**src/rtl/ivt_pkg.sv**
```systemverilog
package ivt_pkg;
  // default geometry of the timer
  localparam int unsigned IVT_CODE_W = 4;
  localparam int unsigned IVT_STEP   = 64;

  // bits needed to hold the longest period, (2**code_w) * step
  function automatic int unsigned ivt_cnt_width(input int unsigned code_w,
                                                input int unsigned step);
    return $clog2(((1 << code_w) * step) + 1);
  endfunction
endpackage

```
**src/rtl/ivt_span.sv**
```systemverilog
// Expands a select code into its period length: (2**CODE_W - code) * STEP
module ivt_span #(
  parameter int unsigned CODE_W = 4,
  parameter int unsigned STEP   = 64,
  parameter int unsigned CNT_W  = 11
) (
  input  logic [CODE_W-1:0] code,
  output logic [CNT_W-1:0]  span
);
  localparam int unsigned SHIFT = $clog2(STEP);
  localparam bit STEP_POW2 = ((STEP & (STEP - 1)) == 0);

  logic [CODE_W:0] mult;
  assign mult = (CODE_W + 1)'(1 << CODE_W) - {1'b0, code};

  generate
    if (STEP_POW2) begin : g_shift
      assign span = CNT_W'(mult) << SHIFT;
    end else begin : g_mul
      assign span = CNT_W'(mult) * CNT_W'(STEP);
    end
  endgenerate
endmodule

```
**src/rtl/ivt_code_reg.sv**
```systemverilog
// Holds the active select code; reset selects the longest period
module ivt_code_reg #(
  parameter int unsigned CODE_W = 4
) (
  input  logic              clk,
  input  logic              rst,
  input  logic              load,
  input  logic [CODE_W-1:0] code_in,
  output logic [CODE_W-1:0] code_q
);
  always_ff @(posedge clk) begin
    if (rst) begin
      code_q <= '0;
    end else if (load) begin
      code_q <= code_in;
    end
  end
endmodule

```
**src/rtl/ivt_countdown.sv**
```systemverilog
// Remaining-cycle counter; a load has priority over counting
module ivt_countdown #(
  parameter int unsigned CNT_W = 11
) (
  input  logic             clk,
  input  logic             rst,
  input  logic             load,
  input  logic             advance,
  input  logic [CNT_W-1:0] load_span,
  input  logic [CNT_W-1:0] reload_span,
  input  logic [CNT_W-1:0] reset_span,
  output logic             expire
);
  logic [CNT_W-1:0] left_q;
  logic             last_cycle;

  assign last_cycle = (left_q == CNT_W'(1));
  assign expire     = advance && !load && last_cycle;

  always_ff @(posedge clk) begin
    if (rst) begin
      left_q <= reset_span;
    end else if (load) begin
      left_q <= load_span;
    end else if (advance) begin
      if (last_cycle) begin
        left_q <= reload_span;
      end else begin
        left_q <= left_q - CNT_W'(1);
      end
    end
  end
endmodule

```
**src/rtl/ivt_req_hold.sv**
```systemverilog
// Registered request: set on expiry, cleared after the next enabled edge
module ivt_req_hold (
  input  logic clk,
  input  logic rst,
  input  logic expire,
  input  logic cyc_en,
  output logic req
);
  always_ff @(posedge clk) begin
    if (rst) begin
      req <= 1'b0;
    end else if (expire) begin
      req <= 1'b1;
    end else if (cyc_en) begin
      req <= 1'b0;
    end
  end
endmodule

```
**src/rtl/coded_interval_timer.sv**
```systemverilog
module coded_interval_timer #(
  parameter int unsigned CODE_W = ivt_pkg::IVT_CODE_W,
  parameter int unsigned STEP   = ivt_pkg::IVT_STEP
) (
  input  logic              clk,
  input  logic              rst,
  input  logic              cyc_en,
  input  logic              run_en,
  input  logic              code_load,
  input  logic [CODE_W-1:0] code_in,
  output logic              irq_req
);
  localparam int unsigned CNT_W = ivt_pkg::ivt_cnt_width(CODE_W, STEP);

  logic [CODE_W-1:0] code_q;
  logic [CNT_W-1:0]  span_new;
  logic [CNT_W-1:0]  span_cur;
  logic [CNT_W-1:0]  span_rst;
  logic              advance;
  logic              expire;

  assign advance = cyc_en && run_en;

  ivt_code_reg #(.CODE_W(CODE_W)) u_code (
    .clk     (clk),
    .rst     (rst),
    .load    (code_load),
    .code_in (code_in),
    .code_q  (code_q)
  );

  ivt_span #(.CODE_W(CODE_W), .STEP(STEP), .CNT_W(CNT_W)) u_span_new (
    .code (code_in),
    .span (span_new)
  );

  ivt_span #(.CODE_W(CODE_W), .STEP(STEP), .CNT_W(CNT_W)) u_span_cur (
    .code (code_q),
    .span (span_cur)
  );

  ivt_span #(.CODE_W(CODE_W), .STEP(STEP), .CNT_W(CNT_W)) u_span_rst (
    .code ('0),
    .span (span_rst)
  );

  ivt_countdown #(.CNT_W(CNT_W)) u_cnt (
    .clk         (clk),
    .rst         (rst),
    .load        (code_load),
    .advance     (advance),
    .load_span   (span_new),
    .reload_span (span_cur),
    .reset_span  (span_rst),
    .expire      (expire)
  );

  ivt_req_hold u_req (
    .clk    (clk),
    .rst    (rst),
    .expire (expire),
    .cyc_en (cyc_en),
    .req    (irq_req)
  );
endmodule

```
**config.mk**
```make
export PLATFORM = sky130hd
export DESIGN_NAME = coded_interval_timer
export DESIGN_NICKNAME = d
export VERILOG_FILES = /design/src/rtl/ivt_pkg.sv /design/src/rtl/ivt_span.sv /design/src/rtl/ivt_code_reg.sv /design/src/rtl/ivt_countdown.sv /design/src/rtl/ivt_req_hold.sv /design/src/rtl/coded_interval_timer.sv
export SDC_FILE = /design/constraint.sdc
export NUM_CORES = 1
export LEC_CHECK = 0
export BUFFER_PORTS_ARGS = -buffer_cell sky130_fd_sc_hd__clkbuf_2
export CAP_MARGIN = 5
export CORE_MARGIN = 1.5
export CORE_UTILIZATION = 50
export CTS_CLUSTER_SIZE = 28
export DETAILED_ROUTE_END_ITERATION = 16
export GPL_ROUTABILITY_DRIVEN = 0
export PLACE_DENSITY_LB_ADDON = 0.15
export SYNTH_ARGS = -nofsm -noshare
export SYNTH_HDL_FRONTEND = slang
export SYNTH_SLANG_ARGS = --single-unit
```
**constraint.sdc**
```tcl
create_clock -name clk -period 1.8 [get_ports clk]
set_clock_uncertainty 0.15 [all_clocks]
set_input_delay 0.09 -clock clk [delete_from_list [all_inputs] [get_ports clk]]
set_output_delay 0.09 -clock clk [all_outputs]
set_load 0.03 [all_outputs]
```
==> results of run 1 <==
-- layer usage --
metal | vias up | track usage
met5 | - | 0
met4 | 0 | 0.146
met3 | 5 | 0.0491
met2 | 71 | 0.461
met1 | 547 | 0.417
li1 | 531 | -
-- cell families after synthesis --
kind of cell | count (synthesis)
AND/OR/NAND/NOR | 59
AO/OA/AOI/OAI | 27
flip-flops | 16
buffers and inverters | 12
multiplexers | 4
adder cells (fa/ha/maj) | 4
XOR/XNOR | 3
-- worst min-delay path by stage --
| stage | endpoint | cells past startpoint |
|---|---|---|
| after floorplan | u_code.code_q[0] | 2 |
| after global placement | u_code.code_q[0] | 3 |
| after detailed placement | u_code.code_q[3] | 3 |
| after CTS | u_req.req | 4 |
| after global routing | u_req.req | 4 |
| final | u_cnt.left_q[2] | 4 |
-- power groups by stage --
stage | Clock [uW] | Sequential, uW | Combinational [uW]
detailed placement | 0 | 402 | 196
floorplan | 0 | 401 | 122
CTS | 250 | 396 | 225
finish | 260 | 406 | 275
global placement | 0 | 402 | 191
global route | 265 | 407 | 296
-- cell usage in the layout, fill, tap and decap left out, drive strengths merged --
cell	instances
a211o	1
a21o	2
a21oi	8
a221oi	1
a311o	1
a31oi	2
and2	1
and3	4
buf	19
clkbuf	13
dfxtp	16
dlygate4sd3	8
ha	4
inv	7
mux2i	4
nand2	13
nand2b	1
nand3	4
nor2	11
nor2b	2
nor3	6
nor3b	1
nor4	2
nor4b	1
nor4bb	1
o21ai	4
o311ai	2
o31a	2
o31ai	1
o32ai	1
o41ai	2
or2	1
or3	9
or3b	1
or4	2
xnor2	2
xor2	1
-- cell type report --
cell class              instances  area share
flip-flops and latches         16       0.220
multi-input cells              98       0.528
clock buffers                   4      0.0246
well taps                      25      0.0212
inverters                       7      0.0195
repair buffers                 36       0.186
-- flip-flops by register name, summed over array words and instances, names as in the netlist --
signal         flops
u_cnt.left_q      11
u_code.code_q      4
u_req.req          1
-- Yosys cell counts --
library cell	n
inv_1	7
a31oi_1	2
mux2i_1	4
xnor2_1	2
nor4bb_1	1
nor4b_1	1
nand3_1	4
o31ai_1	1
and2_1	1
xor2_1	1
nor3b_1	1
a221oi_2	1
a211o_1	1
or3_1	7
nor2b_1	2
nor3_1	6
nor4_1	1
nor4_2	1
o21ai_0	4
and3_1	2
and3_2	1
o32ai_1	1
nand2b_1	1
ha_1	4
a311o_1	1
or3_4	1
a21oi_2	1
o311ai_0	2
dfxtp_1	16
o31a_1	2
or4_1	2
or2_2	1
buf_1	1
nand2_1	13
nor2_1	11
or3_2	1
o41ai_1	2
a21o_1	2
or3b_1	1
clkbuf_1	4
a21oi_1	7
-- critical path, stage by stage (launching register included) --
cell and delay, ns:
dfxtp_2 0.35, buf_4 0.14, or3_4 0.37, or4_4 0.43, or3_4 0.34, a21oi_2 0.11
-- per-stage QoR --
stage | util | power (uW) | cells | setup TNS (ns)
finish | 0.819 | 940 | 186 | -0.433
global route | 0.819 | 968 | 186 | -0.598
CTS | 0.760 | 871 | 185 | -0.308
detailed placement | 0.659 | 598 | 171 | -0.251
global placement | 0.659 | 592 | 171 | -0.166
floorplan | - | 524 | 125 | -0.133
-- timing repair --
item                                    in CTS  in global routing
hold buffers                                 8                  0
gates resized for setup                     14                 20
buffers inserted                             1                  1
cloned                                       1                  0
hold endpoints to repair                     9                  0
pin swaps                                    8                  6
endpoints found under the setup margin       6                  7
==> reports/results.tsv, run 1 <==
metric	value	unit
clk root buf	clkbuf_4	
clock power share	0.276	
Syn Std Cell Area	998	um2
mean area per synthesized cell	7.99	um2
PwrDens	637	nW/um2
Area Overhead vs Synth	47.9	%
layout cell share with drive strength beyond 1	0.373	
initial antenna violation count	0	
Peak Freq	517	MHz
Setup crit start kind	register	
CTS H-Tree Depth	1	
fin. max-slew vios	0	
clk_lat worst skew	0.30	ns
largest net degree at the start of global routing	15	
metal2 WL	1590	um
total of max-cap violations	0	
Slew @ Worst Pin	0.444	ns
core area	1800	um2
Final Setup Violations	4	
Worst Setup EP	u_cnt.left_q[5]	
register bit count reported by yosys	16	
first-pass GRT wire length	4710	um
CP Capture Type	register	
post-layout instance area	1480	um2
Reg clk slew, reported paths	0.11	ns
die area	2270	um2
placed cell areas	1190	um2
PnR worst setup slack	-0.135	ns
Row Count	15	
# fillers	98	
outcome	finished, violations left	
worst r2r src	u_cnt.left_q[1]	
CP Launch Point	u_cnt.left_q[1]	
Hold Crit Class	input port to register	
via/cell ratio	6.20	
Final Critical Period	1.93	ns
drt first-iter violations	56	
largest area contributor in the netlist	dfxtp_1	
hold_sp	cyc_en	
Antenna Nets Post-Route	0	
met3 WL	266	um
Net Sw Frac	0.324	
largest family of logic cells by synthesized area	simple AND/OR/NAND/NOR gates	
WL final	3250	um
Synth Instances	125	
Max Buffers Root-to-Sink	2	
FF+latch area	325	um2
vias in the first global route	1032	
max layer used	met4	
Die X	47.7	um
routed wire length per instance	17.5	um
post-synth cell types	41	
XOR/XNOR Fraction of Synth Area	0.0263	
kind of critical path	register to register	
Multi-input gate area	779	um2
dominant cells by area after synthesis	dfxtp_1 (32%), ha_1 (5.0%), nand2_1 (4.9%), or3_1 (4.4%), nor2_1 (4.1%)	
Max transition margin	0.702	
Place WS	-0.127	ns
Internal Power	636	uW
hold slack	0.0146	ns
top cell type's share of synthesized area	0.321	
register area share after synthesis	0.321	
synth warn	0	
R2R Setup Slk	-0.13	ns
Synth Area in Compound Gates	0.194	
first drt pass iteration count	4	
PortBufs	9	
Sw Pwr	305	uW
met1 WL	1360	um
Starting Density	0.554	
crit-path max FO	3	
Flop pwr share	0.431	
I/O Pins	10	
TritonCTS clock tree	built	
HPWL after detailed placement	1790	um
adder-cell area share of the yosys netlist	0.0501	
antenna fix cells	0	
FF-to-FF path depth	5	
Die Span Y	47.7	um
reg-to-reg endpoint	u_cnt.left_q[5]	
DRC violations left	0	
total number of vias	1154	
clk sinks	16	
Max VDD drop	0.509	mV
Nets	175	
final cycle utilization of the critical path	1.07	
Net Count, Synth	138	
violated checks	setup timing	
multiplexer share of the synthesized area	0.0401	
Final Hold Vio Count	0	
gr usage total	0.304	
RSZ-0062 raised after global routing	yes	
Num CTS Buffers	3	
grt total ovfl	0	
simple-gate portion of the synthesized area	0.323	
combinational share of power	0.292	
CP required	1.90	ns
Leak	0.000606	uW
CP Data Arrival Time	2.03	ns
(Power assumes the default switching activity.)
==> run 2: changes to the inputs <==
--- a/config.mk
+++ b/config.mk
@@ -11,7 +11,6 @@
 export CORE_UTILIZATION = 50
 export CTS_CLUSTER_SIZE = 28
 export DETAILED_ROUTE_END_ITERATION = 16
-export GPL_ROUTABILITY_DRIVEN = 0
 export PLACE_DENSITY_LB_ADDON = 0.15
 export SYNTH_ARGS = -nofsm -noshare
 export SYNTH_HDL_FRONTEND = slang
==> constraint.sdc (replaced) <==
create_clock -name clk -period 2.2 [get_ports clk]
set_clock_uncertainty 0.15 [all_clocks]
set_input_delay 0.11 -clock clk [delete_from_list [all_inputs] [get_ports clk]]
set_output_delay 0.11 -clock clk [all_outputs]
set_load 0.03 [all_outputs]
==> reports/results.tsv, run 2 (synthesis gave the netlist of run 1 again) <==
metric	value	unit
vias in the first global route	915	
Top Registers	u_cnt.left_q x11, u_code.code_q x4, u_req.req x1	
grt total ovfl	0	
met3 WL	110	um
Max VDD drop	0.358	mV
Reg clk slew, reported paths	0.09	ns
Row Count	15	
antenna fix cells	0	
Die X	47.7	um
Flop pwr share	0.489	
HPWL after detailed placement	1660	um
layout cell share with drive strength beyond 1	0.147	
final cycle utilization of the critical path	0.947	
Net Sw Frac	0.286	
Max transition margin	0.726	
Internal Power	478	uW
most frequent cells in the layout	dfxtp_1 (16), nand2_1 (13), nor2_1 (11), dlygate4sd3_1 (9), clkbuf_2 (9)	
RD Place Congestion	0.884	
CP Capture Type	register	
Sw Pwr	192	uW
Final Setup Violations	0	
total of max-cap violations	0	
Final Hold Vio Count	0	
first drt pass iteration count	4	
WL final	2270	um
core area	1800	um2
post-cts sizing count	0	
clk_lat worst skew	0.29	ns
PortBufs	9	
CP required	2.26	ns
Peak Freq	480	MHz
max layer used	met4	
total number of vias	984	
PwrDens	563	nW/um2
hold slack	0.0317	ns
gr usage total	0.245	
Slew @ Worst Pin	0.408	ns
Die Span Y	47.7	um
dpl cells	155	
die area	2270	um2
Top reg by flops	u_cnt.left_q	
first-pass GRT wire length	3860	um
clk sinks	16	
DRC violations left	0	
initial antenna violation count	0	
Util after Layout	0.660	
clk root buf	clkbuf_4	
Setup crit start kind	register	
largest net degree at the start of global routing	15	
Antenna Nets Post-Route	0	
Nets	157	
I/O Pins	10	
clock power share	0.292	
CP Data Arrival Time	2.14	ns
met1 WL	1090	um
fin. max-slew vios	0	
final std cells w/o fill	168	
drt first-iter violations	31	
metal2 WL	1030	um
routed wire length per instance	13.5	um
TNS Setup	0	ns
Leak	0.000486	uW
Hold Crit Class	input port to register	
Starting Density	0.554	
most common cell after layout, fill and taps aside	dfxtp_1	
CTS H-Tree Depth	1	
TritonCTS clock tree	built	
Area Overhead vs Synth	19.2	%
crit-path max FO	6	
Max Buffers Root-to-Sink	2	
combinational share of power	0.219	
kind of critical path	register to register	
outcome	finished clean	
via/cell ratio	5.86	
Num CTS Buffers	3	
RSZ-0062 raised after global routing	no	
Final Critical Period	2.08	ns
max reg flops	11	
run 2: routing by layer:
layer / track usage / vias up
li1: - / 496
met3: 0.0528 / 6
met5: 0 / -
met1: 0.320 / 456
met4: 0.0973 / 0
met2: 0.392 / 26
run 2: worst max-delay path, cell delays in order (launching register included):
cell and delay [ns]:
dfxtp_1 0.42, ha_1 0.22, or3b_1 0.41, a311o_1 0.29, a211o_1 0.27, a221oi_2 0.25
run 2: path summary, 6_finish.rpt:
path                   start         endpoint  slack, ns  cells after the start
min reg2reg  u_cnt.left_q[1]  u_cnt.left_q[1]       0.34                      2
max          u_cnt.left_q[0]  u_cnt.left_q[9]       0.12                      5
min                   cyc_en  u_cnt.left_q[2]       0.03                      4
max reg2reg  u_cnt.left_q[0]  u_cnt.left_q[9]       0.12                      5
run 2: metrics by stage:
stage / total power [uW] / setup slack, ns / cell area, um2
finish: 670 / 0.116 / 1190
CTS: 675 / 0.110 / 1190
floorplan: 428 / 0.250 / 998
global placement: 462 / 0.210 / 1060
global route: 711 / 0.00418 / 1190
detailed placement: 465 / 0.124 / 1060
run 2: area by class of cell:
type	count	area (um2)
Clock buffer	4	36.3
Fill cell	164	612
Inverter	7	26.3
Multi-Input combinational cell	97	633
Sequential cell	16	320
Tap cell	25	31.3
Timing Repair Buffer	19	143
run 2: what timing repair did:
action,in CTS,in global routing
hold endpoints to repair,7,0
setup endpoints to repair,0,0
hold buffers,9,0
buffers inserted,0,0
run 2: power groups by stage:
| stage | Sequential, uW | Clock (uW) | Combinational (uW) |
|---|---|---|---|
| 3_3_place_gp | 333 | 0 | 129 |
| 4_1_cts | 327 | 203 | 145 |
| 5_1_grt | 331 | 216 | 164 |
| 3_5_place_dp | 334 | 0 | 131 |
| 2_1_floorplan | 328 | 0 | 100 |
| 6_report | 328 | 196 | 147 |
==> run 3: changes to the inputs <==
--- a/config.mk
+++ b/config.mk
@@ -12,6 +12,7 @@
 export CTS_CLUSTER_SIZE = 28
 export DETAILED_ROUTE_END_ITERATION = 16
 export PLACE_DENSITY_LB_ADDON = 0.15
+export SETUP_SLACK_MARGIN = 0.5
 export SYNTH_ARGS = -nofsm -noshare
 export SYNTH_HDL_FRONTEND = slang
 export SYNTH_SLANG_ARGS = --single-unit
==> reports/results.tsv, run 3 (synthesis gave the netlist of run 1 again) <==
metric	value	unit
clk sinks	16	
Antenna Nets Post-Route	0	
total number of vias	1121	
FF+latch area	334	um2
Final Hold Vio Count	0	
Row Count	15	
worst r2r src	u_cnt.left_q[1]	
HPWL after detailed placement	1630	um
Max Buffers Root-to-Sink	2	
placed cell areas	1090	um2
Die Span Y	47.7	um
CP Capture Type	register	
most frequent cells in the layout	buf_4 (14), nand2_1 (13), nor2_1 (11), dfxtp_1 (11), clkbuf_2 (9)	
final cycle utilization of the critical path	0.900	
crit-path max FO	3	
hold slack	0.0565	ns
total of max-cap violations	0	
Starting Density	0.554	
grt total ovfl	0	
Leak	0.000585	uW
gr usage total	0.273	
DRC violations left	0	
clk_lat worst skew	0.28	ns
routed wire length per instance	17.0	um
TNS Setup	0	ns
Final Critical Period	1.98	ns
CP required	2.25	ns
Num CTS Buffers	3	
Multi-input gate area	796	um2
FF-to-FF path depth	6	
Nets	171	
Peak Freq	505	MHz
max reg flops	11	
Hold Crit Class	input port to register	
post-layout instance area	1470	um2
CP Launch Point	u_cnt.left_q[1]	
largest net degree at the start of global routing	15	
Top reg by flops	u_cnt.left_q	
Worst Setup EP	u_cnt.left_q[9]	
TritonCTS clock tree	built	
Slew @ Worst Pin	0.411	ns
# fillers	112	
reg-to-reg endpoint	u_cnt.left_q[9]	
R2R Setup Slk	0.22	ns
CTS H-Tree Depth	1	
core area	1800	um2
Design Power	710	uW
via/cell ratio	6.16	
outcome	finished clean	
die area	2270	um2
Max VDD drop	0.497	mV
Setup crit start kind	register	
Max transition margin	0.724	
RSZ-0062 raised after global routing	yes	
WL final	3090	um
Final Setup Violations	0	
PortBufs	9	
layout cell share with drive strength beyond 1	0.401	
most common cell after layout, fill and taps aside	buf_4	
RD Place Congestion	0.923	
Die X	47.7	um
drt first-iter violations	63	
kind of critical path	register to register	
initial antenna violation count	0	
vias in the first global route	992	
Top Registers	u_cnt.left_q x11, u_code.code_q x4, u_req.req x1	
Reg clk slew, reported paths	0.10	ns
antenna fix cells	0	
I/O Pins	10	
PwrDens	484	nW/um2
CP Data Arrival Time	2.03	ns
fin. max-slew vios	0	
first-pass GRT wire length	4440	um
clk root buf	clkbuf_4	
Area Overhead vs Synth	46.9	%
first drt pass iteration count	4	
## run 3: power by group
group,switching [uW],total (uW),internal [uW]
registers,29.3,334,304
clock network,94.8,165,70.3
logic,104,211,107
total,228,710,482
## run 3: layer usage
layer / global-route usage / wire (um) / share of wire / vias to the layer above
met5: 0 / 0 / 0 / -
met4: 0.0865 / 40 / 0.013 / 0
met3: 0.0264 / 193 / 0.063 / 7
met2: 0.427 / 1560 / 0.51 / 53
met1: 0.394 / 1290 / 0.42 / 536
li1: - / - / - / 525
## run 3: how the worst min path moves through the flow
stage                    start  slack [ns]               end  depth (start not counted)
global placement    code_in[0]        0.23  u_code.code_q[0]                          3
CTS                     cyc_en        0.04   u_cnt.left_q[2]                          4
detailed placement  code_in[1]        0.25  u_code.code_q[1]                          3
floorplan           code_in[0]        0.11  u_code.code_q[0]                          2
global route            cyc_en        0.05         u_req.req                          4
finish                  cyc_en        0.06         u_req.req                          4
## run 3: layout make-up
type,instances,share of cell area
Timing Repair Buffer,33,0.172
Inverter,7,0.0179
Clock buffer,4,0.0179
Tap cell,25,0.0213
Sequential cell,16,0.228
Multi-Input combinational cell,97,0.543
## run 3: critical path: stages (launching register included)
cell and delay [ns]:
dfxtp_2 0.35, inv_2 0.08, ha_4 0.13, or3b_4 0.38
a311o_1 0.29, a211o_1 0.27, a221oi_2 0.25
## run 3: per-stage QoR
| step | cells | setup WS, ns | util |
|---|---|---|---|
| after floorplan | 125 | 0.325 | - |
| final | 182 | 0.220 | 0.814 |
| after CTS | 178 | 0.282 | 0.749 |
| after global placement | 155 | 0.298 | 0.605 |
| after detailed placement | 155 | 0.243 | 0.605 |
| after global routing | 182 | 0.173 | 0.814 |
## run 3: what timing repair did
| item | in CTS | in global routing |
|---|---|---|
| pin swaps | 10 | 8 |
| hold endpoints to repair | 7 | 0 |
| gates resized for setup | 17 | 19 |
| endpoints found under the setup margin | 8 | 12 |
| buffers inserted | 11 | 4 |
| hold buffers | 8 | 0 |
